### src/rtl/sertx_pkg.sv
package sertx_pkg;

    localparam int DATA_W    = 8;
    localparam int CHAR_MAX  = DATA_W + 1;
    localparam int CHAR_MIN  = 5;
    localparam int SYNC_BITS = 8;
    localparam int FRAME_W   = 1 + CHAR_MAX + 2;
    localparam int LEN_W     = $clog2(FRAME_W + 1);
    localparam int SIZE_W    = $clog2(CHAR_MAX + 1);

    typedef logic [CHAR_MAX-1:0] char_t;

    typedef enum logic {
        MODE_ASYNC = 1'b0,
        MODE_SYNC  = 1'b1
    } mode_e;

    typedef struct packed {
        mode_e             mode;
        logic              msb_first;
        logic [SIZE_W-1:0] size;
        logic              two_stop;
    } cfg_t;

    typedef struct packed {
        logic [FRAME_W-1:0] bits;
        logic [LEN_W-1:0]   len;
    } frame_t;

    function automatic int clamp_size(logic [SIZE_W-1:0] s);
        int v;
        v = int'(s);
        if (v < CHAR_MIN) v = CHAR_MIN;
        if (v > CHAR_MAX) v = CHAR_MAX;
        return v;
    endfunction

    // Bit 0 of the result leaves the line first.
    function automatic frame_t build_frame(char_t c, cfg_t cfg);
        frame_t f;
        int     n;
        f.bits = '1;
        if (cfg.mode == MODE_SYNC) begin
            for (int i = 0; i < SYNC_BITS; i++)
                f.bits[i] = cfg.msb_first ? c[SYNC_BITS-1-i] : c[i];
            f.len = LEN_W'(SYNC_BITS);
        end else begin
            n = clamp_size(cfg.size);
            f.bits[0] = 1'b0;
            for (int i = 0; i < CHAR_MAX; i++)
                if (i < n) f.bits[i+1] = c[i];
            f.len = LEN_W'(1 + n + (cfg.two_stop ? 2 : 1));
        end
        return f;
    endfunction

endpackage

### src/rtl/sertx_hold.sv
module sertx_hold
    import sertx_pkg::*;
(
    input  logic              clk,
    input  logic              rst,
    input  logic              en_req,
    input  logic              wr_en,
    input  logic [DATA_W-1:0] wr_byte,
    input  logic              bit8_wr,
    input  logic              bit8_val,
    input  logic              take,
    output logic              full,
    output logic              accepted,
    output logic              dre,
    output char_t             char_q
);

    logic full_q;
    logic bit8_q;

    assign dre      = en_req & ~full_q;
    assign accepted = wr_en & dre;
    assign full     = full_q;

    always_ff @(posedge clk) begin
        if (rst) begin
            full_q <= 1'b0;
            bit8_q <= 1'b0;
            char_q <= '0;
        end else begin
            if (bit8_wr)
                bit8_q <= bit8_val;
            if (take)
                full_q <= 1'b0;
            if (accepted) begin
                full_q <= 1'b1;
                char_q <= {bit8_q, wr_byte};
            end
        end
    end

    // a buffered character is neither lost nor overwritten until taken
    a_r5_hold_until_taken: assert property (@(posedge clk) disable iff (rst)
        (full_q && !take) |=> (full_q && $stable(char_q)));

endmodule

### src/rtl/sertx_shift.sv
module sertx_shift
    import sertx_pkg::*;
(
    input  logic  clk,
    input  logic  rst,
    input  logic  tick,
    input  cfg_t  cfg,
    input  logic  have_data,
    input  char_t char_in,
    output logic  take,
    output logic  frame_end,
    output logic  active,
    output logic  txd,
    output logic  sclk
);

    logic [FRAME_W-1:0] sh_q;
    logic [LEN_W-1:0]   left_q;
    logic               active_q;
    logic               phase_q;
    logic               first_half;
    logic               last_bit;
    frame_t             next_f;

    always_comb begin
        next_f     = build_frame(char_in, cfg);
        first_half = (cfg.mode == MODE_SYNC) && !phase_q;
        last_bit   = (left_q == LEN_W'(1));
        take       = tick && have_data && (!active_q || (!first_half && last_bit));
        frame_end  = tick && active_q && !first_half && last_bit && !have_data;
    end

    always_ff @(posedge clk) begin
        if (rst) begin
            sh_q     <= '1;
            left_q   <= '0;
            active_q <= 1'b0;
            phase_q  <= 1'b0;
        end else if (take) begin
            sh_q     <= next_f.bits;
            left_q   <= next_f.len;
            active_q <= 1'b1;
            phase_q  <= 1'b0;
        end else if (tick && active_q) begin
            if (first_half) begin
                phase_q <= 1'b1;
            end else if (last_bit) begin
                active_q <= 1'b0;
                phase_q  <= 1'b0;
                sh_q     <= '1;
            end else begin
                sh_q    <= {1'b1, sh_q[FRAME_W-1:1]};
                left_q  <= left_q - LEN_W'(1);
                phase_q <= 1'b0;
            end
        end
    end

    assign active = active_q;
    assign txd    = active_q ? sh_q[0] : 1'b1;
    assign sclk   = active_q && phase_q && (cfg.mode == MODE_SYNC);

    // the line only moves at a baud tick while shifting
    a_r2_hold_between_ticks: assert property (@(posedge clk) disable iff (rst)
        (active_q && $past(active_q) && !$past(tick)) |-> $stable(txd));

    // the shift clock only changes at a baud tick
    a_r10_sclk_on_tick_only: assert property (@(posedge clk) disable iff (rst)
        !$past(tick) |-> $stable(sclk));

    // a frame begins only on a baud tick
    a_r6_start_on_tick: assert property (@(posedge clk) disable iff (rst)
        $rose(active_q) |-> $past(tick));

endmodule

### src/rtl/sertx_ctrl.sv
module sertx_ctrl (
    input  logic clk,
    input  logic rst,
    input  logic en_req,
    input  logic busy,
    input  logic accepted,
    input  logic clr,
    input  logic frame_end,
    output logic en_q,
    output logic done_q
);

    always_ff @(posedge clk) begin
        if (rst) begin
            en_q   <= 1'b0;
            done_q <= 1'b0;
        end else begin
            en_q <= en_req | busy;
            if (accepted || clr)
                done_q <= 1'b0;
            else if (frame_end)
                done_q <= 1'b1;
        end
    end

    // the line stays driven while anything is queued or shifting
    a_r8_enable_held_while_busy: assert property (@(posedge clk) disable iff (rst)
        busy |-> en_q);

    // done never coexists with queued or shifting data
    a_r7_done_only_when_idle: assert property (@(posedge clk) disable iff (rst)
        done_q |-> !busy);

endmodule

### src/rtl/sertx_core.sv
module sertx_core
    import sertx_pkg::*;
(
    input  logic              clk,
    input  logic              rst,
    input  logic              baud_tick,
    input  logic              cfg_sync,
    input  logic              cfg_msb_first,
    input  logic [SIZE_W-1:0] cfg_size,
    input  logic              cfg_two_stop,
    input  logic              tx_enable,
    input  logic              wr_data_en,
    input  logic [DATA_W-1:0] wr_data,
    input  logic              wr_bit8_en,
    input  logic              wr_bit8,
    input  logic              clr_done,
    output logic              dre,
    output logic              tx_done,
    output logic              txd,
    output logic              txd_oe,
    output logic              sclk
);

    cfg_t  cfg;
    char_t held_char;
    logic  buf_full;
    logic  buf_accepted;
    logic  sh_take;
    logic  sh_end;
    logic  sh_active;

    always_comb begin
        cfg.mode      = cfg_sync ? MODE_SYNC : MODE_ASYNC;
        cfg.msb_first = cfg_msb_first;
        cfg.size      = cfg_size;
        cfg.two_stop  = cfg_two_stop;
    end

    sertx_hold u_hold (
        .clk      (clk),
        .rst      (rst),
        .en_req   (tx_enable),
        .wr_en    (wr_data_en),
        .wr_byte  (wr_data),
        .bit8_wr  (wr_bit8_en),
        .bit8_val (wr_bit8),
        .take     (sh_take),
        .full     (buf_full),
        .accepted (buf_accepted),
        .dre      (dre),
        .char_q   (held_char)
    );

    sertx_shift u_shift (
        .clk       (clk),
        .rst       (rst),
        .tick      (baud_tick),
        .cfg       (cfg),
        .have_data (buf_full),
        .char_in   (held_char),
        .take      (sh_take),
        .frame_end (sh_end),
        .active    (sh_active),
        .txd       (txd),
        .sclk      (sclk)
    );

    sertx_ctrl u_ctrl (
        .clk       (clk),
        .rst       (rst),
        .en_req    (tx_enable),
        .busy      (buf_full | sh_active),
        .accepted  (buf_accepted),
        .clr       (clr_done),
        .frame_end (sh_end),
        .en_q      (txd_oe),
        .done_q    (tx_done)
    );

endmodule

### config.mk
export PLATFORM = sky130hd
export DESIGN_NAME = sertx_core
export DESIGN_NICKNAME = d
export VERILOG_FILES = /design/src/rtl/sertx_pkg.sv /design/src/rtl/sertx_hold.sv /design/src/rtl/sertx_shift.sv /design/src/rtl/sertx_ctrl.sv /design/src/rtl/sertx_core.sv
export SDC_FILE = /design/constraint.sdc
export NUM_CORES = 1
export LEC_CHECK = 0
export ABC_CLOCK_PERIOD_IN_PS = 4000
export CORE_ASPECT_RATIO = 1.1
export CORE_MARGIN = 2
export CORE_UTILIZATION = 56
export DETAILED_ROUTE_END_ITERATION = 7
export DONT_BUFFER_PORTS = 1
export GPL_ROUTABILITY_DRIVEN = 0
export GPL_TIMING_DRIVEN = 0
export PLACE_DENSITY_LB_ADDON = 0.12
export SYNTH_ARGS = -nofsm -noshare
export SYNTH_HDL_FRONTEND = slang
export SYNTH_SLANG_ARGS = --single-unit
### constraint.sdc
create_clock -name clk -period 4 [get_ports clk]
set_clock_uncertainty 0.2 [all_clocks]
set_input_delay 0.8 -clock clk [delete_from_list [all_inputs] [get_ports clk]]
set_output_delay 0.8 -clock clk [all_outputs]
set_load 0.01 [all_outputs]
# Word-level counts from Yosys, hierarchy flattened
# Index checks and enable logic that the tools add are counted.
[word_totals] regBits=31 in_bits=23 out_inout_bits=5 word_cells=99
[op_classes] n_addsub=3 n_lt_le_gt_ge=11 eq_ne=3 muxes=41 bitwise_logic=6 reduce_logical=25
[ops] operator="less-than comparator 4 x 32 -> 1 bit, first input constant" count=4
[ops] operator="2-to-1 mux 32 bit" count=3
[ops] operator="less-than comparator 3 x 32 -> 1 bit, first input constant" count=2
[ops] operator="greater-than comparator 32 x 5 -> 1 bit, second input constant" count=1
[ops] operator="less-than comparator 1 x 32 -> 1 bit, first input constant" count=1
[ops] operator="less-than comparator 2 x 32 -> 1 bit, first input constant" count=1
[ops] operator="less-than comparator 5 x 32 -> 1 bit, first input constant" count=1
[ops] operator="2-to-1 mux 10 bit" count=3
[ops] operator="2-to-1 mux 1 bit" count=26
[ops] operator="2-to-1 mux 4 bit" count=5
[ops] operator="2-to-1 mux 12 bit" count=1
[ops] operator="2-to-1 mux 11 bit" count=1
[ops] operator="logical AND 1 bit" count=10
[ops] operator="AND reduction 3 bit" count=2
[ops] operator="nonzero test 2 bit" count=3
[ops] operator="adder 2 x 4 -> 4 bit, first input constant" count=1
[ops] operator="adder 4 bit" count=1
[ops] operator="== test 4 x 1 -> 1 bit, second input constant" count=1
[ops] operator="logical NOT 1 bit" count=4
[ops] operator="less-than comparator 4 x 3 -> 1 bit, second input constant" count=1
[ops] operator="2-to-1 mux 2 bit" count=2
[ops] operator="inequality test 2 bit, second input constant" count=2
[ops] operator="AND reduction 2 bit" count=2
[ops] operator="OR reduction 2 bit" count=2
[ops] operator="other kinds (5)" count=9

# Depth between registers and ports, before layout
# Gate-level depths: netlist (run 1).
[depth] ltp_word=10 depth_mapped=8 mapped_depth_nobuf=7

# Cells and area by module
# From an unflattened synthesis (run 1), not the netlist that was laid out.
[unflattened] cells_unflattened=193 hier_area_um2=1697.9
[by_module_without_submodules] module="sertx_shift" n_inst=1 cells_per_inst=139 area_per_inst_um2=1139.8 seq_area_each_um2=320.3
[by_module_without_submodules] module="sertx_hold" n_inst=1 cells_per_inst=47 area_per_inst_um2=488.0 seq_area_each_um2=220.2
[by_module_without_submodules] module="sertx_ctrl" n_inst=1 cells_per_inst=6 area_per_inst_um2=63.8 seq_area_each_um2=40.0
[by_module_without_submodules] module="sertx_core" n_inst=1 cells_per_inst=1 area_per_inst_um2=6.3 seq_area_each_um2=0.0

# Worst setup path before layout (run 1)
# Ideal clock, no wire load.
[synth_path] kind="input port to flip-flop" startpoint="input port cfg_size[3]" endpoint="register u_shift.left_q[1]" setup_ps=103 arrival_ps=2591 required_ps=3697 path_slack_ps=1105 cell_stages=8 n_path_buf=1 cell_sequence="buf_4 > or3b_1 > a21oi_1 > and2_1 > fa_1 > o21ai_0 > nor3b_1 > a2111oi_2"
[synth_via] elab_chain_cells=10
[synth_lines] item="start, declared" line_no="sertx_core.sv:9" text="input logic [SIZE_W-1:0] cfg_size,"
[synth_lines] item="less-than comparator 4 x 3 -> 1 bit" line_no="sertx_pkg.sv:33" text="if (v < CHAR_MIN) v = CHAR_MIN;"
[synth_lines] item="2-to-1 mux 4 bit *" line_no="sertx_pkg.sv:33"
[synth_lines] item="2-to-1 mux 32 bit *" line_no="sertx_pkg.sv:43" text="if (cfg.mode == MODE_SYNC) begin"
[synth_lines] item="greater-than comparator 32 x 5 -> 1 bit" line_no="sertx_pkg.sv:34" text="if (v > CHAR_MAX) v = CHAR_MAX;"
[synth_lines] item="2-to-1 mux 32 bit *" line_no="sertx_pkg.sv:34"
[synth_lines] item="2-to-1 mux 32 bit *" line_no="sertx_pkg.sv:43"
[synth_lines] item="adder 2 x 4 -> 4 bit *" line_no="sertx_pkg.sv:52" text="f.len = LEN_W'(1 + n + (cfg.two_stop ? 2 : 1));"
[synth_lines] item="adder 4 bit *" line_no="sertx_pkg.sv:52"
[synth_lines] item="2-to-1 mux 12 bit *" line_no="sertx_pkg.sv:43"
[synth_lines] item="2-to-1 mux 4 bit *" line_no="sertx_shift.sv:39" text="end else if (take) begin"
[synth_lines] item="end signal, assigned" line_no="sertx_shift.sv:41" text="left_q <= next_f.len;"
[synth_lines] item="end signal, assigned" line_no="sertx_shift.sv:53" text="left_q <= left_q - LEN_W'(1);"
[synth_lines] item="end, declared" line_no="sertx_shift.sv:18" text="logic [LEN_W-1:0] left_q;"
# Mark *: on every way between the ends. The rest lies on a longest branch, timed or not. The select of a mux whose other input is x is not followed.
# A chain may end at the register's enable or synchronous reset.

# Worst setup path after layout (run 1)
# Ends and elaborated chain as after synthesis.

==> metrics.txt, run 1 <==
status=complete, no violations; Cells after DPL=227; CTS clk-pin slew, worst paths=90 ps; Post-Synth Simple-Gate Area=22.1%; die height=61.4 um; part of the cycle the worst path needs=67.8%; WL/cell=15.8 um; # diodes=0; Setup crit end kind=flip-flop; startpoint types=primary input; drt pass-1 iters=4; arrival time at the worst endpoint=2740 ps; largest family of logic cells by synthesized area=compound AO/OA/AOI/OAI gates; CTS tree=yes; ratio of cells with drive above 1 in the final layout=12.4%; gr usage total=24.1%; PostCTS Resize Cnt=0; Final ANT Viol Nets=0; syn_nets=221; worst-path fanout max=8; PortBufs=0; row cnt=20; root buffer cell=clkbuf_4; Clock Latency Late Sink=330 ps; Boundary Pins=28; total gr overflow=0; Worst-Margin Slew=495 ps; post-synth cell types=50; final wirelength=3720 um; clk sinks=29; Synth Area in Compound Gates=26.5%; XOR/XNOR Fraction of Synth Area=1.04%; async set-or-reset flop fraction in the synthesized netlist=0%; Initial DRC Count=48; total power=662 uW; Syn Inst Count=194; CTS HTree Levels=2; Post-CTS Setup Bufs=0; vias in the first global route=1357; #FFs+latches synth=29; fillers=267; via/cell ratio=6.20; commonest cells after routing, fill and taps aside=dfxtp_1, a21oi_1, nand2_1; adder-cell share of the synthesized area=3.43%; fin cells=235; Crit Path Category=in2reg; maxcap violations=0; relative slew slack=66.8%; Layout Utilization=64.3%; Tmin final=2710 ps; register area share after synthesis=34.6%; Hold-fix buffers, CTS=0; largest net degree at the start of global routing=11; CP required=4030 ps; unrepaired setup endpoints after global routing=no; Core Region=2800 um^2; Max Clk Rate=0.369 GHz; Hold Crit Class=reg2reg; Detailed Place HPWL=2860 um; EDFF count, synth=0; Post-Place Setup Slack=901 ps; drt drc=0; leakage dissipation=0.000681 uW; Via Count=1456; synth warn=0; first-pass GRT wire length=6310 um; VDD IR-drop max=287 uV; mux cell area share after synthesis=5.45%; Die W=56.2 um; Avg Cell Area, Syn=8.64 um^2; Synth Flop Type=dfxtp_1; Multi-input gate area=981 um^2; initial antenna violation count=0; P&R area growth vs syn=7.54%; commonest non-fill, non-tap cell in the layout=dfxtp_1; Final Hold Fails=0; starting density of the core=59.8%; fin. max-slew vios=0; final worst slack=1290 ps; Final Net Count=228; Die Area=3450 um^2; Mapped Area=1680 um^2; clk buf depth=2; cell area power density=367 nW/um^2; sequential cell area=581 um^2; final setup fails=0; setup tns final=0 ps; CTS buffer count=5
[Yosys cell counts, drive strengths merged, types with 2 or more instances]
master,instances,area (um^2)
mux2i,8,80.1
nor3b,2,20.0
a211oi,3,35.0
or3,3,18.8
a211o,2,17.5
ha,3,37.5
nor3,10,50.1
and3,2,12.5
inv,4,15.0
nand3b,3,22.5
clkbuf,9,53.8
buf,5,46.3
dfxtp,29,581
o21ai,6,30.0
a221o,2,20.0
a31oi,2,12.5
o22ai,7,43.8
a21oi,23,115
a21o,2,16.3
o21bai,7,52.6
nand2b,4,25.0
a2111oi,2,30.0
nor2b,3,26.3
nor2,11,41.3
nand2,15,56.3
nand3,10,50.1
or3b,2,20.0
[report_power, final]
part | switching (uW) | total [uW] | internal (uW)
clock | 102 | 251 | 149
combinational | 53.4 | 94.9 | 41.5
sequential | 13.4 | 317 | 303
total | 168 | 662 | 494
[final timing paths]
check                                       start           endpoint  slack, ps  cells past startpoint
worst max register to register  u_shift.left_q[0]      u_ctrl.done_q       1850                      5
worst min register to register   u_hold.char_q[8]   u_hold.char_q[8]        280                      2
worst max-delay path                  cfg_size[3]  u_shift.left_q[1]       1290                      8
worst min-delay path             u_hold.char_q[8]   u_hold.char_q[8]        280                      2
[cells by family (layout without fill, tap and decap cells)]
group / Yosys count / after routing
flops: 29 / 29
compound gates: 63 / 63
xor+xnor: 2 / 2
fa+ha+maj: 4 / 4
mux: 9 / 9
simple gates: 69 / 69
buf+inv: 18 / 26
[sequential cells by signal (all words and copies together) (netlist names)]
| register | count |
|---|---|
| u_hold.bit8_q | 1 |
| u_shift.active | 1 |
| u_shift.left_q | 4 |
| u_ctrl.done_q | 1 |
| u_shift.phase_q | 1 |
| u_shift.sh_q | 10 |
| u_hold.full | 1 |
| u_hold.char_q | 9 |
| u_ctrl.en_q | 1 |
[per-layer routing]
layer	wire, um	global-route usage (%)	vias up	part of all wire (%)
li1	-	-	731	-
met3	232	7.35	8	6.2
met4	57	9.52	0	1.5
met2	1800	41.0	50	48
met1	1630	29.1	667	44
met5	0	0	-	0
[critical path, cell delays in order]
cell and delay (ps):
buf_4 120, or3b_1 350, a21oi_1 300, and2_1 190
fa_1 400, o21ai_0 150, nor3b_1 80, a2111oi_2 340
[per-stage QoR]
stage	hold WS (ps)	cell area, um^2
floorplan	237	1680
global placement	253	1720
detailed placement	261	1720
CTS	275	1800
global route	302	1800
finish	275	1800
[area by class of cell]
cell class | instances | area share, %
multi-input combinational | 147 | 54.4
buffer | 14 | 5.55
clock inverter | 1 | 1.67
tap | 33 | 2.29
inverter | 4 | 0.833
clock buffer | 7 | 3.05
sequential | 29 | 32.2
Note: power is estimated with default switching activity, not from simulation.
==> run 2, diff against run 1 <==
--- a/config.mk
+++ b/config.mk
@@ -5,7 +5,7 @@
 export SDC_FILE = /design/constraint.sdc
 export NUM_CORES = 1
 export LEC_CHECK = 0
-export ABC_CLOCK_PERIOD_IN_PS = 4000
+export ABC_CLOCK_PERIOD_IN_PS = 2300
 export CORE_ASPECT_RATIO = 1.1
 export CORE_MARGIN = 2
 export CORE_UTILIZATION = 56
==> constraint.sdc (replaced) <==
create_clock -name clk -period 2.3 [get_ports clk]
set_clock_uncertainty 0.2 [all_clocks]
set_input_delay 0.46 -clock clk [delete_from_list [all_inputs] [get_ports clk]]
set_output_delay 0.46 -clock clk [all_outputs]
set_load 0.01 [all_outputs]
==> metrics.txt, run 2 (synthesis results as in run 1) <==
Final Net Count=229; VDD IR-drop max=423 uV; part of the cycle the worst path needs=93.9%; Final Hold Fails=0; commonest non-fill, non-tap cell in the layout=dfxtp_1; final wirelength=3780 um; # diodes=0; CP required=2340 ps; Placement Cell Area=1740 um^2; commonest cells after routing, fill and taps aside=dfxtp_1, a21oi_1, nand2_1; Setup crit end kind=flip-flop; Hold Crit Class=in2reg; vias in the first global route=1349; CP top delay family=simple AND/OR/NAND/NOR gates; CTS clk-pin slew, worst paths=90 ps; Reg2Reg Setup Slack=140 ps; Tmin final=2160 ps; Die Area=3450 um^2; PortBufs=0; arrival time at the worst endpoint=2200 ps; Crit path largest cell delay=430 ps; Layout Utilization=64.2%; drt drc=0; WL/cell=16.0 um; first-pass GRT wire length=6320 um; unrepaired setup endpoints after global routing=no; Crit Path Category=reg2reg; starting density of the core=59.8%; clk buf depth=2; Initial DRC Count=42; Bufs and invs on worst path=1; critical-path cell list=inv_1, ha_1, or3b_4, nor4_1, nor2_1, a2111oi_2; WHS Endpoint=u_ctrl.en_q; via/cell ratio=6.05; final setup fails=0; Detailed Place HPWL=2860 um; Max Clk Rate=0.463 GHz; row cnt=20; fin. max-slew vios=0; worst-path fanout max=5; initial antenna violation count=0; CTS tree=yes; largest reg by FF count=u_shift.sh_q; Regs by FF count=u_shift.sh_q (10), u_hold.char_q (9), u_shift.left_q (4); Via Count=1428; maxcap violations=0; Clock Latency Late Sink=340 ps; fillers=255; drt pass-1 iters=4; relative slew slack=65.8%; clk sinks=29; PostCTS Resize Cnt=0; cell depth of the worst setup path=6; largest net degree at the start of global routing=11; hold wc startpoint=tx_enable; Final ANT Viol Nets=0; max FFs per register=10; Reg2Reg Launch Point=u_shift.left_q[1]; reg-to-reg critical path endpoint=u_ctrl.done_q; P&R area growth vs syn=7.24%; ratio of cells with drive above 1 in the final layout=13.8%; Worst R2R Path Depth=6; startpoint types=flip-flop; CP max-delay cell=or3b_4; CTS buffer count=5; die height=61.4 um; Core Region=2800 um^2; Die W=56.2 um; design area=1800 um^2; Post-CTS Setup Bufs=0; root buffer cell=clkbuf_4; Worst-Margin Slew=511 ps; total gr overflow=0; Boundary Pins=28; status=complete, no violations; gr usage total=24.4%; cell area power density=569 nW/um^2; CTS HTree Levels=2; hold path depth=2; leakage dissipation=0.000678 uW
==> run 2: cell types whose count changed in the layout (fill, tap and decap cells not counted), sizes merged <==
cell	previous run	this run
clkbuf	16	15
clkinv	0	2
bufinv	1	0
dlygate4sd3	0	1
==> run 2: layout make-up <==
type	instances	area, um^2	area share, %
Sequential cell	29	581	32.3
Buffer	14	108	5.98
Timing Repair Buffer	1	10.0	0.557
Inverter	4	15.0	0.835
Tap cell	33	41.3	2.30
Clock buffer	6	41.3	2.30
Multi-Input combinational cell	147	992	55.2
Clock inverter	2	10.0	0.557
==> run 2: worst max path at each step <==
stage / from / endpoint / slack (ps)
global route: u_shift.left_q[1] / u_shift.left_q[3] / 30
floorplan: cfg_size[3] / u_shift.left_q[1] / -40
global placement: cfg_size[3] / u_shift.left_q[1] / -110
CTS: u_shift.left_q[1] / u_shift.left_q[3] / 180
finish: u_shift.left_q[1] / u_ctrl.done_q / 140
detailed placement: cfg_size[3] / u_shift.left_q[1] / -160
==> run 2: per-layer routing <==
metal	wire (um)	GRT usage [%]	vias up
li1	-	-	731
met2	1800	40.5	41
met4	42	9.86	0
met5	0	0	-
met3	230	7.56	6
met1	1710	30.1	650
==> run 2: through the flow <==
stage	TNS, ps	std cells	total power, uW	worst slack, ps	hold WS, ps
4_1_cts	0	236	1020	184	51.7
2_1_floorplan	-35.3	194	694	-35.3	237
5_1_grt	0	236	1070	29.8	42.1
3_3_place_gp	-110	227	723	-110	255
3_5_place_dp	-158	227	730	-158	265
6_report	0	236	1020	140	46.9
==> run 2: what timing repair did <==
| item | 4_1_cts | 5_1_grt |
|---|---|---|
| hold buffers | 1 | 0 |
| setup endpoints to repair | 0 | 0 |
| hold endpoints to repair | 1 | 0 |
==> run 2: worst reg2reg max path, stage by stage (launching register included) <==
cell and delay (ps):
dfxtp_1 340, inv_1 80, ha_1 170, or3b_4 430, nor4_1 390, nor2_1 110
a2111oi_2 340
==> run 2: power by group <==
part | leakage, uW | internal (uW) | switching (uW) | total [uW]
logic | 0.000409 | 76.0 | 94.4 | 170
registers | 0.000237 | 527 | 23.0 | 550
clock network | 0.0000320 | 116 | 186 | 302
total | 0.000678 | 719 | 304 | 1020
